--- src/rtl/refresh_pkg.sv ---
package refresh_pkg;
  typedef enum logic [1:0] {
    INTV_SLOW   = 2'd0,
    INTV_MIDLO  = 2'd1,
    INTV_MIDHI  = 2'd2,
    INTV_FAST   = 2'd3
  } intv_code_e;
endpackage

--- src/rtl/refresh_interval_timer.sv ---
module refresh_interval_timer
  import refresh_pkg::*;
#(
  parameter int unsigned LEN_SLOW  = 1560,
  parameter int unsigned LEN_MIDLO = 1170,
  parameter int unsigned LEN_MIDHI = 780,
  parameter int unsigned LEN_FAST  = 390,
  parameter int unsigned TW        = $clog2(LEN_SLOW + 1)
) (
  input  logic       clk,
  input  logic       rst_n,
  input  logic [1:0] sel,
  input  logic       run,
  output logic       tick
);
  logic [TW-1:0] cnt_q, cnt_d, last;

  always_comb begin
    unique case (intv_code_e'(sel))
      INTV_SLOW:  last = TW'(LEN_SLOW - 1);
      INTV_MIDLO: last = TW'(LEN_MIDLO - 1);
      INTV_MIDHI: last = TW'(LEN_MIDHI - 1);
      default:    last = TW'(LEN_FAST - 1);
    endcase
  end

  always_comb begin
    tick  = run && (cnt_q >= last);
    cnt_d = cnt_q;
    if (!run)      cnt_d = '0;
    else if (tick) cnt_d = '0;
    else           cnt_d = cnt_q + 1'b1;
  end

  always_ff @(posedge clk or negedge rst_n) begin
    if (!rst_n) cnt_q <= '0;
    else        cnt_q <= cnt_d;
  end


  tick_gap_chk: assert property (@(posedge clk) disable iff (!rst_n)
    tick |=> !tick);

  tick_off_chk: assert property (@(posedge clk) disable iff (!rst_n)
    !run |-> !tick);
endmodule

--- src/rtl/refresh_owed_counter.sv ---
module refresh_owed_counter #(
  parameter int unsigned MAX_PEND = 4,
  parameter int unsigned CW       = $clog2(MAX_PEND + 1)
) (
  input  logic          clk,
  input  logic          rst_n,
  input  logic          tick,
  input  logic          done,
  output logic [CW-1:0] pend
);
  logic [CW-1:0] pend_q, pend_d;
  logic          full, empty, pay;

  always_comb begin
    full   = (pend_q == CW'(MAX_PEND));
    empty  = (pend_q == '0);
    pay    = done && !empty;
    pend_d = pend_q;
    if (tick && !pay && !full)  pend_d = pend_q + 1'b1;
    else if (pay && (!tick || full)) pend_d = pend_q - 1'b1;
  end

  always_ff @(posedge clk or negedge rst_n) begin
    if (!rst_n) pend_q <= '0;
    else        pend_q <= pend_d;
  end

  assign pend = pend_q;


  no_overflow_chk: assert property (@(posedge clk) disable iff (!rst_n)
    pend_q <= CW'(MAX_PEND));

  no_underflow_chk: assert property (@(posedge clk) disable iff (!rst_n)
    (done && !tick && pend_q == '0) |=> pend_q == '0);

  pay_step_chk: assert property (@(posedge clk) disable iff (!rst_n)
    (done && !tick && pend_q != '0) |=> pend_q == $past(pend_q) - 1'b1);
endmodule

--- src/rtl/refresh_req_policy.sv ---
module refresh_req_policy #(
  parameter int unsigned CW     = 3,
  parameter int unsigned URG_TH = 3
) (
  input  logic          clk,
  input  logic          rst_n,
  input  logic [CW-1:0] pend,
  input  logic          defer_en,
  input  logic          arb_idle,
  input  logic          off,
  output logic          req,
  output logic          urgent
);
  logic owed;

  always_comb begin
    owed   = (pend != '0);
    urgent = !off && (pend >= CW'(URG_TH));
    if (off)           req = 1'b0;
    else if (!defer_en) req = owed;
    else               req = urgent || (owed && arb_idle);
  end


  urgent_req_chk: assert property (@(posedge clk) disable iff (!rst_n)
    urgent |-> req);

  off_quiet_chk: assert property (@(posedge clk) disable iff (!rst_n)
    off |-> (!req && !urgent));

  defer_wait_chk: assert property (@(posedge clk) disable iff (!rst_n)
    (defer_en && !arb_idle && !urgent) |-> !req);
endmodule

--- src/rtl/refresh_sched.sv ---
module refresh_sched #(
  parameter int unsigned LEN_SLOW  = 1560,
  parameter int unsigned LEN_MIDLO = 1170,
  parameter int unsigned LEN_MIDHI = 780,
  parameter int unsigned LEN_FAST  = 390,
  parameter int unsigned MAX_PEND  = 4,
  parameter int unsigned URG_TH    = 3,
  localparam int unsigned CW       = $clog2(MAX_PEND + 1)
) (
  input  logic          clk,
  input  logic          rst_n,
  input  logic [1:0]    intv_sel,
  input  logic          defer_en,
  input  logic          ref_off,
  input  logic          arb_idle,
  input  logic          ref_done,
  output logic          ref_req,
  output logic          ref_urgent,
  output logic [CW-1:0] pend_cnt
);
  logic tick;
  logic run;

  assign run = !ref_off;

  refresh_interval_timer #(
    .LEN_SLOW (LEN_SLOW),
    .LEN_MIDLO(LEN_MIDLO),
    .LEN_MIDHI(LEN_MIDHI),
    .LEN_FAST (LEN_FAST)
  ) u_timer (
    .clk  (clk),
    .rst_n(rst_n),
    .sel  (intv_sel),
    .run  (run),
    .tick (tick)
  );

  refresh_owed_counter #(
    .MAX_PEND(MAX_PEND),
    .CW      (CW)
  ) u_owed (
    .clk  (clk),
    .rst_n(rst_n),
    .tick (tick),
    .done (ref_done && run),
    .pend (pend_cnt)
  );

  refresh_req_policy #(
    .CW    (CW),
    .URG_TH(URG_TH)
  ) u_policy (
    .clk     (clk),
    .rst_n   (rst_n),
    .pend    (pend_cnt),
    .defer_en(defer_en),
    .arb_idle(arb_idle),
    .off     (ref_off),
    .req     (ref_req),
    .urgent  (ref_urgent)
  );


  urgent_level_chk: assert property (@(posedge clk) disable iff (!rst_n)
    (!ref_off && pend_cnt >= CW'(URG_TH)) |-> ref_urgent);

  off_hold_chk: assert property (@(posedge clk) disable iff (!rst_n)
    (ref_off && $past(ref_off)) |-> $stable(pend_cnt));
endmodule

--- config.mk ---
export PLATFORM = sky130hd
export DESIGN_NAME = refresh_sched
export DESIGN_NICKNAME = d
export VERILOG_FILES = /design/src/rtl/refresh_pkg.sv /design/src/rtl/refresh_interval_timer.sv /design/src/rtl/refresh_owed_counter.sv /design/src/rtl/refresh_req_policy.sv /design/src/rtl/refresh_sched.sv
export SDC_FILE = /design/constraint.sdc
export NUM_CORES = 1
export LEC_CHECK = 0
export BUFFER_PORTS_ARGS = -buffer_cell sky130_fd_sc_hd__clkbuf_2
export CORE_UTILIZATION = 30
export CTS_CLUSTER_DIAMETER = 40
export DETAILED_ROUTE_END_ITERATION = 8
export GPL_ROUTABILITY_DRIVEN = 0
export GPL_TIMING_DRIVEN = 0
export SETUP_SLACK_MARGIN = 0.02
export SLEW_MARGIN = 20
export SYNTH_ARGS = -nofsm -noshare
export SYNTH_HDL_FRONTEND = slang
export SYNTH_SLANG_ARGS = --single-unit
--- constraint.sdc ---
create_clock -name clk -period 2.9 [get_ports clk]
set_clock_uncertainty 0.05 [all_clocks]
set_input_delay 0.145 -clock clk [delete_from_list [all_inputs] [get_ports clk]]
set_output_delay 0.145 -clock clk [all_outputs]
set_load 0.05 [all_outputs]
==> impl_metrics.csv <==
group,metric,value,unit
sta,max_slew_margin,72.43,%
logic_synthesis,ys_types,36,
sta,setup_ws,210.4,ps
drt,vias,917,
run_status,outcome,"finished clean",
drt,ant_nets,0,
logic_synthesis,ys_ff_latch,14,
finish,area_growth_syn_to_layout,15.97,%
critical_path,critPathLaunch,"u_timer.cnt_q[4]",
critical_path,crit_path_start_kind,"flip-flop",
critical_path,crit_top_cell,"o211ai_1",
drt,wl_per_cell,11.44,µm
finish,diodes,0,
floorplan,pin_count,13,
floorplan,fp.dieArea,3955,µm²
logic_synthesis,synth_nets,147,
global_route,grt_use_total,11.62,%
power,p_total,0.0006979,W
sta,period_needed,2690,ps
critical_path,crit_end,"u_owed.pend[2]",
place,dpl.hpwl,1.731,mm
sta,fmax,0.3718,GHz
global_route,met1_usage,15.81,%
critical_path,worstPathMaxFanout,6,
global_route,use_met2,18.41,%
power,p_per_area,541.0,nW/µm²
sta,timing.final.crit_share,92.74,%
logic_synthesis,syn-mean-instance-area,8.899,µm²
power,leakage,0.5753,nW
sta,drv_slew,0,
critical_path,slowest_delay,410,ps
cts,clock_latency,240,ps
critical_path,r2r-end,"u_owed.pend[2]",
global_route,grt-ovfl-total,0,
power,ir_drop,0.0002568,V
place,placed_cells,182,
critical_path,r2r-start,"u_timer.cnt_q[4]",
finish,drive_gt1_share,15.71,%
floorplan,start_util,32.32,%
place,dpl_worst_slack,-176.9,ps
floorplan,fp-row-count,21,
floorplan,die_h,62.89,µm
critical_path,required,3010,ps
drt,wirelength,2.127,mm
sta,rsz0062_at_grt,"false",
sta,setup-tns-final,0,ps
cts,cts.sinks,14,
place,port-buffer-count,11,
global_route,first_global_vias,856,
floorplan,core_area,3442,µm²
critical_path,cpMaxStageDelayCell,"dfrtp_1",
flow_run,cap_violations,0,
critical_path,worstPathArrival,2800,ps
cts,cts-htree-levels,1,
global_route,antenna_found_initial,0,
floorplan,die_w,62.89,µm
cts,cts_made_buffers,3,
sta,finalSetupViolations,0,
sta,hold_viol,0,
global_route,grt_start_max_net_pins,15,
finish,layoutNonFillerInstCount,186,
sta,hold_ws,279.7,ps
global_route,grtUsageMet3,2.190,%
finish,layout_commonest_cell,"nor2_1",
critical_path,rrSetupSlack,210,ps
logic_synthesis,synth_area,1112,µm²
critical_path,path_cells,"ha_1, o211ai_1, o21a_2, o21a_4, a211oi_2, nand2_1, fa_2, nor4_2, mux2i_1, o211ai_1",
logic_synthesis,synth_cells,125,
critical_path,reg2reg_depth,10,
drt,firstDrtPassIters,4,
critical_path,end_kind,"flip-flop",
global_route,grt_pass1_wl,3.705,mm
drt,drt_iter0_drc,42,
cts,cts_tree,"yes",
logic_synthesis,yosys_warnings,0,
sta,tightest_slew,413.5,ps
logic_synthesis,seq_area_frac_synth,31.50,%
critical_path,worstSetupPathType,"reg2reg",
cts,cts_buffer_depth,2,
drt,via_per_inst,4.930,
finish,num-nets-final,164,
hold_path,hp-class,"in2async",
cts,clock-root-buffer,"clkbuf_8",
cts,path_clk_slew,50,ps
finish,final_cell_mix,"26 x nor2_1, 14 x dfrtp_1, 13 x ha_1, 11 x clkbuf_2, 7 x nand2_1",
global_route,grt-busiest-layer,"met2",
drt,drc,0,
layout make-up:
cell class | count | area [µm²]
fill | 363 | 2152
multi-input combinational | 101 | 730.7
sequential | 14 | 350.3
timing repair buffer | 12 | 65.06
tap | 46 | 57.56
clock buffer | 3 | 41.29
buffer | 4 | 22.52
inverter | 6 | 22.52
worst min-delay path by stage:
| stage | from | end | slack (ps) |
|---|---|---|---|
| floorplan | rst_n | u_owed.pend[0] | -200 |
| finish | rst_n | u_timer.cnt_q[5] | 280 |
| CTS | rst_n | u_timer.cnt_q[8] | 300 |
| global route | rst_n | u_timer.cnt_q[3] | 330 |
| detailed placement | rst_n | u_timer.cnt_q[5] | 20 |
| global placement | rst_n | u_timer.cnt_q[4] | 20 |
report_power, final:
part | leakage, nW | total [W] | internal, W | switching, W
Combinational | 0.370 | 0.000296 | 0.0000999 | 0.000196
Clock | 0.0216 | 0.000155 | 0.0000917 | 0.0000628
Sequential | 0.183 | 0.000247 | 0.000215 | 0.0000319
critical path: cells and delay by family (launching register included):
family                   cells  cell delay [ps]
multiplexers                 1              100
flip-flops                   1              410
adder cells (fa/ha/maj)      2              750
AO/OA/AOI/OAI                5              900
AND/OR/NAND/NOR              2              390
state kept, by name, indices dropped and copies added, names as in the netlist:
signal / cells
u_timer.cnt_q: 11
u_owed.pend: 3
synth_stat cells:
library cell	count	area (µm²)
nor3_1	2	10.01
nor2b_1	1	6.260
xnor2_1	5	43.79
nand4_1	2	12.51
mux2i_1	2	20.02
a21oi_1	4	20.02
and4_1	2	17.52
inv_1	6	22.52
nand2b_1	3	18.77
o21a_1	1	7.510
o21ai_1	1	5.000
nand2b_4	1	13.76
a31oi_1	1	6.260
o211a_1	1	10.01
o211ai_1	3	22.52
fa_1	1	20.02
a211oi_1	4	30.03
a211o_1	1	8.760
o21a_2	1	8.760
ha_1	13	162.7
o21a_4	1	15.01
dfrtp_1	14	350.3
xor2_1	4	35.03
o22ai_1	1	6.260
a2111oi_2	1	15.01
nand2_1	7	26.28
o21ai_0	2	10.01
o32ai_1	2	17.52
nor4_1	1	6.260
and2_1	1	6.260
buf_6	1	11.26
nand3_1	3	15.01
nor2_1	26	97.59
o21bai_1	1	7.510
clkbuf_1	3	11.26
nor3b_1	2	15.01
layer usage:
layer  wire length, µm  vias up
met3                53        2
met4                25        0
met2               982       15
met1              1065      424
met5                 0        -
li1                  -      476
what timing repair did:
| item | in CTS | in global routing |
|---|---|---|
| hold buffers | 1 | 0 |
| buffers inserted | 0 | 0 |
| pin swaps | 0 | 0 |
| gates resized for setup | 1 | 2 |
| setup endpoints to repair | 1 | 2 |
| endpoints found under the hold margin | 14 | 0 |
per-stage QoR:
stage	cell area, µm²	util, %
after floorplan	1112	-
after global placement	1225	35.59
after global routing	1290	37.48
final	1290	37.48
after detailed placement	1225	35.59
after CTS	1279	37.15
logic make-up (layout without fill, tap and decap cells):
family          count (synthesis)  after routing  share of synthesized area [%]
simple gates                   51             51                          22.05
compound gates                 25             25                          17.10
fa+ha+maj                      14             14                          16.42
flops                          14             14                          31.50
buf+inv                        10             25                          4.049
xor+xnor                        9              9                          7.086
mux                             2              2                          1.800
Power figures use the tool's default switching activity.
